<file path="src/rtl/dacc_pkg.sv">
// Package: shared control types for the dual-accumulator unit.
// Assumes a single adder path: every operation is expressed as a + b' + k.
package dacc_pkg;

    // First adder operand source
    typedef enum logic [0:0] {
        SA_DST  = 1'b0,
        SA_ZERO = 1'b1
    } src_a_e;

    // Second adder operand source (before optional inversion)
    typedef enum logic [3:0] {
        SB_ZERO    = 4'd0,
        SB_OTHER   = 4'd1,
        SB_DST     = 4'd2,
        SB_SEC     = 4'd3,
        SB_IMM8    = 4'd4,
        SB_IMM16   = 4'd5,
        SB_ONE     = 4'd6,
        SB_MID_ONE = 4'd7,
        SB_PROD    = 4'd8
    } src_b_e;

    // Decoded control word for one operation
    typedef struct packed {
        logic       legal;
        logic       writes;
        logic       dst;
        src_a_e     a_src;
        src_b_e     b_src;
        logic [1:0] sec_sel;
        logic       inv_b;
    } op_ctl_t;

endpackage

</file>
<file path="src/rtl/dacc_decode.sv">
// Module: dacc_decode
// Turns a 16-bit opcode into an operand-routing control word.
// Assumes opcodes not listed decode to legal = 0 and have no effect.
module dacc_decode
    import dacc_pkg::*;
(
    input  logic [15:0] opcode,
    output op_ctl_t     ctl
);

    // Pure combinational opcode classification
    always_comb begin
        ctl         = '0;
        ctl.a_src   = SA_DST;
        ctl.b_src   = SB_ZERO;
        ctl.dst     = opcode[8];
        ctl.sec_sel = opcode[10:9];
        casez (opcode)
            16'b0100_110?_????_????: begin ctl.legal = 1'b1; ctl.writes = 1'b1; ctl.b_src = SB_OTHER; end
            16'b0101_110?_????_????: begin ctl.legal = 1'b1; ctl.writes = 1'b1; ctl.b_src = SB_OTHER; ctl.inv_b = 1'b1; end
            16'b1000_0010_????_????: begin ctl.legal = 1'b1; ctl.dst = 1'b0; ctl.b_src = SB_OTHER; ctl.inv_b = 1'b1; end
            16'b0000_010?_????_????: begin ctl.legal = 1'b1; ctl.writes = 1'b1; ctl.b_src = SB_IMM8; end
            16'b0000_001?_0000_0000: begin ctl.legal = 1'b1; ctl.writes = 1'b1; ctl.b_src = SB_IMM16; end
            16'b0000_001?_1000_0000: begin ctl.legal = 1'b1; ctl.b_src = SB_IMM16; ctl.inv_b = 1'b1; end
            16'b0111_010?_????_????: begin ctl.legal = 1'b1; ctl.writes = 1'b1; ctl.b_src = SB_MID_ONE; end
            16'b0111_011?_????_????: begin ctl.legal = 1'b1; ctl.writes = 1'b1; ctl.b_src = SB_ONE; end
            16'b0111_100?_????_????: begin ctl.legal = 1'b1; ctl.writes = 1'b1; ctl.b_src = SB_MID_ONE; ctl.inv_b = 1'b1; end
            16'b0111_101?_????_????: begin ctl.legal = 1'b1; ctl.writes = 1'b1; ctl.b_src = SB_ONE; ctl.inv_b = 1'b1; end
            16'b0111_110?_????_????: begin ctl.legal = 1'b1; ctl.writes = 1'b1; ctl.a_src = SA_ZERO; ctl.b_src = SB_DST; ctl.inv_b = 1'b1; end
            16'b0100_0???_????_????: begin ctl.legal = 1'b1; ctl.writes = 1'b1; ctl.b_src = SB_SEC; end
            16'b0101_0???_????_????: begin ctl.legal = 1'b1; ctl.writes = 1'b1; ctl.b_src = SB_SEC; ctl.inv_b = 1'b1; end
            16'b0110_0???_????_????: begin ctl.legal = 1'b1; ctl.writes = 1'b1; ctl.a_src = SA_ZERO; ctl.b_src = SB_SEC; end
            16'b1000_?001_????_????: begin ctl.legal = 1'b1; ctl.writes = 1'b1; ctl.dst = opcode[11]; ctl.a_src = SA_ZERO; end
            16'b0100_111?_????_????: begin ctl.legal = 1'b1; ctl.writes = 1'b1; ctl.b_src = SB_PROD; end
            16'b0101_111?_????_????: begin ctl.legal = 1'b1; ctl.writes = 1'b1; ctl.b_src = SB_PROD; ctl.inv_b = 1'b1; end
            16'b0110_110?_????_????: begin ctl.legal = 1'b1; ctl.writes = 1'b1; ctl.a_src = SA_ZERO; ctl.b_src = SB_OTHER; end
            16'b1011_?001_????_????: begin ctl.legal = 1'b1; ctl.dst = opcode[11]; end
            16'b1100_00??_????_????: begin ctl.legal = 1'b1; ctl.b_src = SB_SEC; ctl.sec_sel = {1'b1, opcode[9]}; ctl.inv_b = 1'b1; end
            default: ctl.legal = 1'b0;
        endcase
    end

endmodule

</file>
<file path="src/rtl/dacc_operand_sel.sv">
// Module: dacc_operand_sel
// Routes and aligns the two adder operands. Every narrow operand is
// sign-extended and placed at the middle word (shifted left by WORD_W).
// Assumes ACC_W > 2*WORD_W and WORD_W >= 8.
module dacc_operand_sel
    import dacc_pkg::*;
#(
    parameter int ACC_W  = 40,
    parameter int WORD_W = 16
) (
    input  op_ctl_t             ctl,
    input  logic [ACC_W-1:0]    acc_dst,
    input  logic [ACC_W-1:0]    acc_oth,
    input  logic [2*WORD_W-1:0] sec0,
    input  logic [2*WORD_W-1:0] sec1,
    input  logic [ACC_W-1:0]    prod,
    input  logic [WORD_W-1:0]   imm_word,
    input  logic [7:0]          imm8,
    output logic [ACC_W-1:0]    opa,
    output logic [ACC_W-1:0]    opb
);
    localparam int TOP_W  = ACC_W - 2*WORD_W;
    localparam int EXT8_W = ACC_W - WORD_W - 8;
    localparam int N_HALF = 4;

    logic [WORD_W-1:0] halves [N_HALF];
    logic [ACC_W-1:0]  sec_mid [N_HALF];
    logic [ACC_W-1:0]  imm8_mid;
    logic [ACC_W-1:0]  imm16_mid;

    // Split secondaries: index {hi_sel, reg_sel} and align each to the middle word
    for (genvar g = 0; g < N_HALF; g++) begin : g_half
        if (g < 2) begin : g_low
            assign halves[g] = (g == 0) ? sec0[WORD_W-1:0] : sec1[WORD_W-1:0];
        end else begin : g_high
            assign halves[g] = (g == 2) ? sec0[2*WORD_W-1:WORD_W] : sec1[2*WORD_W-1:WORD_W];
        end
        assign sec_mid[g] = {{TOP_W{halves[g][WORD_W-1]}}, halves[g], {WORD_W{1'b0}}};
    end

    assign imm8_mid  = {{EXT8_W{imm8[7]}}, imm8, {WORD_W{1'b0}}};
    assign imm16_mid = {{TOP_W{imm_word[WORD_W-1]}}, imm_word, {WORD_W{1'b0}}};

    // First operand: destination accumulator or zero
    always_comb begin
        opa = (ctl.a_src == SA_ZERO) ? '0 : acc_dst;
    end

    // Second operand multiplexer
    always_comb begin
        case (ctl.b_src)
            SB_OTHER:   opb = acc_oth;
            SB_DST:     opb = acc_dst;
            SB_SEC:     opb = sec_mid[ctl.sec_sel];
            SB_IMM8:    opb = imm8_mid;
            SB_IMM16:   opb = imm16_mid;
            SB_ONE:     opb = {{(ACC_W-1){1'b0}}, 1'b1};
            SB_MID_ONE: opb = {{(ACC_W-WORD_W-1){1'b0}}, 1'b1, {WORD_W{1'b0}}};
            SB_PROD:    opb = prod;
            default:    opb = '0;
        endcase
    end

endmodule

</file>
<file path="src/rtl/dacc_adder.sv">
// Module: dacc_adder
// Single ACC_W-bit adder computing a + (inv ? ~b : b) + inv, with flags.
// Assumes inv is set for every subtract, negate and compare.
module dacc_adder #(
    parameter int ACC_W = 40
) (
    input  logic [ACC_W-1:0] a,
    input  logic [ACC_W-1:0] b,
    input  logic             inv,
    output logic [ACC_W-1:0] res,
    output logic             zero,
    output logic             sign,
    output logic             carry,
    output logic             ovf
);
    logic [ACC_W-1:0] b_eff;
    logic [ACC_W:0]   sum;

    // Add with optional two's-complement of b, then derive flags
    always_comb begin
        b_eff = inv ? ~b : b;
        sum   = {1'b0, a} + {1'b0, b_eff} + {{ACC_W{1'b0}}, inv};
        res   = sum[ACC_W-1:0];
        carry = sum[ACC_W];
        zero  = (res == '0);
        sign  = res[ACC_W-1];
        ovf   = (a[ACC_W-1] == b_eff[ACC_W-1]) && (res[ACC_W-1] != a[ACC_W-1]);
    end

endmodule

</file>
<file path="src/rtl/dual_acc_alu.sv">
// Module: dual_acc_alu
// Two ACC_W-bit accumulators with a one-cycle arithmetic/move/compare path.
// Assumes opcode and imm_word are stable in the cycle op_valid is high.
module dual_acc_alu
    import dacc_pkg::*;
#(
    parameter int ACC_W  = 40,
    parameter int WORD_W = 16
) (
    input  logic                clk,
    input  logic                rst_n,
    input  logic                op_valid,
    input  logic [15:0]         opcode,
    input  logic [WORD_W-1:0]   imm_word,
    input  logic [2*WORD_W-1:0] sec0,
    input  logic [2*WORD_W-1:0] sec1,
    input  logic [ACC_W-1:0]    prod,
    output logic [ACC_W-1:0]    acc0,
    output logic [ACC_W-1:0]    acc1,
    output logic                flag_zero,
    output logic                flag_sign,
    output logic                flag_carry,
    output logic                flag_ovf,
    output logic                wb_valid
);
    localparam int N_ACC = 2;

    op_ctl_t          ctl;
    logic [ACC_W-1:0] acc_q [N_ACC];
    logic [ACC_W-1:0] acc_dst, acc_oth, opa, opb, res;
    logic             z_n, s_n, c_n, v_n;
    logic             fire;

    dacc_decode u_dec (
        .opcode (opcode),
        .ctl    (ctl)
    );

    // Pick destination and partner accumulator
    always_comb begin
        acc_dst = acc_q[ctl.dst];
        acc_oth = acc_q[~ctl.dst];
        fire    = op_valid && ctl.legal;
    end

    dacc_operand_sel #(.ACC_W(ACC_W), .WORD_W(WORD_W)) u_sel (
        .ctl      (ctl),
        .acc_dst  (acc_dst),
        .acc_oth  (acc_oth),
        .sec0     (sec0),
        .sec1     (sec1),
        .prod     (prod),
        .imm_word (imm_word),
        .imm8     (opcode[7:0]),
        .opa      (opa),
        .opb      (opb)
    );

    dacc_adder #(.ACC_W(ACC_W)) u_add (
        .a     (opa),
        .b     (opb),
        .inv   (ctl.inv_b),
        .res   (res),
        .zero  (z_n),
        .sign  (s_n),
        .carry (c_n),
        .ovf   (v_n)
    );

    // Accumulator registers: one per index, written only when selected
    for (genvar g = 0; g < N_ACC; g++) begin : g_acc
        always_ff @(posedge clk) begin
            if (!rst_n)
                acc_q[g] <= '0;
            else if (fire && ctl.writes && (ctl.dst == g[0]))
                acc_q[g] <= res;
        end
    end

    // Flag and strobe registers
    always_ff @(posedge clk) begin
        if (!rst_n) begin
            flag_zero  <= 1'b0;
            flag_sign  <= 1'b0;
            flag_carry <= 1'b0;
            flag_ovf   <= 1'b0;
            wb_valid   <= 1'b0;
        end else begin
            wb_valid <= fire;
            if (fire) begin
                flag_zero  <= z_n;
                flag_sign  <= s_n;
                flag_carry <= c_n;
                flag_ovf   <= v_n;
            end
        end
    end

    assign acc0 = acc_q[0];
    assign acc1 = acc_q[1];

endmodule

</file>
<file path="config.mk">
export PLATFORM = sky130hd
export DESIGN_NAME = dual_acc_alu
export DESIGN_NICKNAME = d
export VERILOG_FILES = /design/src/rtl/dacc_pkg.sv /design/src/rtl/dacc_decode.sv /design/src/rtl/dacc_operand_sel.sv /design/src/rtl/dacc_adder.sv /design/src/rtl/dual_acc_alu.sv
export SDC_FILE = /design/constraint.sdc
export NUM_CORES = 1
export LEC_CHECK = 0
export BUFFER_PORTS_ARGS = -buffer_cell sky130_fd_sc_hd__buf_2
export CAP_MARGIN = 15
export CORE_UTILIZATION = 45
export CTS_CLUSTER_SIZE = 28
export DETAILED_ROUTE_END_ITERATION = 8
export PLACE_DENSITY = 0.68
export SLEW_MARGIN = 20
export SYNTH_ARGS = -nofsm -noshare
export SYNTH_HDL_FRONTEND = slang
export SYNTH_SLANG_ARGS = --single-unit
</file>
<file path="constraint.sdc">
create_clock -name clk -period 14.6 [get_ports clk]
set_input_delay 2.19 -clock clk [delete_from_list [all_inputs] [get_ports clk]]
set_output_delay 2.19 -clock clk [all_outputs]
set_load 0.005 [all_outputs]
</file>
==> metrics.cfg <==
[timing]
relSlewSlack_pct=22.2
setup_viol=0
fin_crit_sh_pct=59.8
tns_ns=0
finalMaxSlewViolations=0
clock_skew_ns=0.00823
worst_pin_slew_ns=1.17
fin_crit_ns=8.73
grt_setup_unrepaired=no
fmax_mhz=115
hold_viol_final=0

[cts]
cts_buffer_depth=2
holdBufCountCts=0
clkSlewWorstSetupHoldPaths_ns=0.06
cts_tree=done
clockRootBuffer=clkbuf_16
cts_post_setup_buffers_inserted=0
cts_num_sinks=85
h-tree-depth=3
cts_resized=0
insertion_delay_ns=0.36
cts_made_buffers=9

[setup_path]
critPathKind=in2reg
cpLargestDelayFamily=compound AO/OA/AOI/OAI gates
arrival_ns=9.01
crit_required_ns=14.88
critPathMaxStageDelay_ns=0.98
crit_fanout=30
critPathLaunchType=primary input
path_cells=buf_2 -> and2_1 -> o21ai_0 -> a21oi_1 -> nand3_1 -> o21ai_2 -> buf_4 -> a22oi_1 -> nand4_1 -> a21oi_1 -> xnor2_1 -> ha_1 -> a21oi_1 -> o21ai_0 -> a2111oi_0 -> a221oi_1 -> nor2_1 -> xnor2_1 -> and4b_1 -> o2111ai_1 -> and4b_1 -> nand4_1 -> o22ai_2
crit_slowest_cell=o21ai_2
worst_setup_path_end_kind=flop
critical_path_buf_inv_count=2
cpMostUsedCell=a21oi_1

[synthesis]
synthArstFlopShare_pct=0
synthCells=1028
synthSimpleGateAreaFrac_pct=22.4
synth_compound_area_share_pct=25.4
ys_types=81
synth_ff_type=edfxtp_1
ys_warn_count=0
synthAdderAreaFrac_pct=5.99
seq_area_frac_synth_pct=29.5
ys_ff_latch=85
synth_area_leaders=edfxtp_1 (28%), nand2_1 (7.0%), a21oi_1 (6.7%)
synth_mux_area_share_pct=5.65
synthXorXnorAreaFrac_pct=7.13
synth_area_sq_mm=0.00848
synth_edf_count=80
ys_top_cells_by_count=nand2_1 (159), nor2_1 (116), a21oi_1 (113)
synth_top_family_by_area=compound AO/OA/AOI/OAI gates
synth.largest_area_cell=edfxtp_1
synth_top_area_share_pct=28.3
synth_fp_nets=1207
yosysMostFrequentCell=nand2_1
syn_area_per_cell_sq_um=8.25

[finish]
drive_gt1_share_pct=24.3
area_growth_pct=18.8
nets=1391
num_antenna_cells=0

[floorplanning]
coreArea_sq_mm=0.0182
fp.dieW_um=139
die-height_um=139
num_rows=49
initial_core_util_pct=46.6
die_area_sq_mm=0.0194
io_pins=224

[route]
wire_per_inst_um=22.4
drt-total-wl_um=32400
vias=9175
via_per_inst=6.35
firstDrtPassIters=7
drtIter0Drc=845
drc_errors=0
ant_nets=0

[grt]
grt_pass1_wl_um=49600
grt_pass1_vias=8710
antenna_found_initial=0
grt_max_degree=45
grt.overflow.total=0
grt_use_total_pct=33.1

[run]
max-cap-violations=0

[placed_design]
dp_hpwl_um=24500
gp_congestion=0.968
port_buffers=223

[power_and_ir_drop]
power_uw=777
power_density_mw_per_mm2=77.1
peakVddDrop_mv=0.0576
p_leak_nw=4.22

[min_path]
hp-class=reg2reg

[run_status]
status=finished, final reports clean

[power by group]
part / internal [mW] / switching [mW]
sequential: 0.276 / 0.00839
combinational: 0.0991 / 0.165
clock: 0.131 / 0.0984
[cells by family after synthesis]
family / count (synthesis)
buffers and inverters: 87
AOI/OAI and AO/OA: 310
adders and majority gates: 40
DFF: 85
muxes: 27
and+or+nand+nor: 410
xor gates and xnor gates: 69
[path summary, 6_finish.rpt]
check,from,end,slack [ns],cells past startpoint
max,opcode[9],flag_zero,5.87,23
min,flag_ovf,flag_ovf,0.53,2
max reg2reg,acc_q[0][0],flag_zero,9.18,18
min reg2reg,flag_ovf,flag_ovf,0.53,2
[state kept, by name, summed over array words and instances, names as in the netlist]
register	flops
flag_carry	1
wb_valid	1
flag_zero	1
acc_q	80
flag_sign	1
flag_ovf	1
[cell type report]
| cell class | count | area [sq um] |
|---|---|---|
| fillers | 1748 | 8130 |
| multi-input cells | 856 | 5690 |
| flip-flops and latches | 85 | 2500 |
| repair buffers | 238 | 1230 |
| well taps | 229 | 287 |
| clock buffers | 10 | 229 |
| inverters | 22 | 82.6 |
| clock inverters | 6 | 53.8 |
[routing by layer]
layer | global-route usage (%) | share of wire, % | up-vias
met5 | 0 | 0 | -
met4 | 12.9 | 2.8 | 0
met3 | 6.37 | 8.6 | 63
met2 | 53.8 | 46 | 467
met1 | 43.2 | 42 | 4389
li1 | - | - | 4256
[cell usage in the layout, fill, tap and decap left out, types with 8 or more instances in the layout]
master     netlist  layout
clkbuf_16        0       9
buf_4            0      15
a21oi_1        113     113
a211oi_1         8       8
xor2_1          22      22
mux4_2          16      16
o21bai_1        11      11
nand2_1        159     159
nor2_1         116     116
a22oi_1         24      24
nor3_1          22      22
inv_1           22      22
and3_1           9       9
nand4_1         24      24
nand3_1         23      23
a21o_1          16      16
ha_1            39      39
buf_2            4     223
edfxtp_1        80      80
xnor2_1         47      47
o211ai_1         9       9
o21ai_0         39      35
a222oi_1        24      24
[stage by stage]
step	hold WS, ns	instance area, sq um	std cells	setup slack, ns	util [%]
after global placement	0.503	9790	1430	5.74	53.7
after detailed placement	0.504	9790	1430	5.61	53.7
after floorplan	0.478	8480	1028	7.13	-
after CTS	0.523	10100	1446	5.93	55.3
final	0.527	10100	1446	5.87	55.3
after global routing	0.546	10100	1446	5.32	55.3
[worst reg2reg max path, delay by kind of cell, from the launching register on]
family                     cells  cell delay, ns
AOI/OAI and AO/OA              7            1.95
xor gates and xnor gates       1            0.35
adders and majority gates      1            0.42
DFF                            1            0.45
muxes                          1            0.33
and+or+nand+nor                8            1.86
No activity file was read; power rests on OpenSTA's default activity.
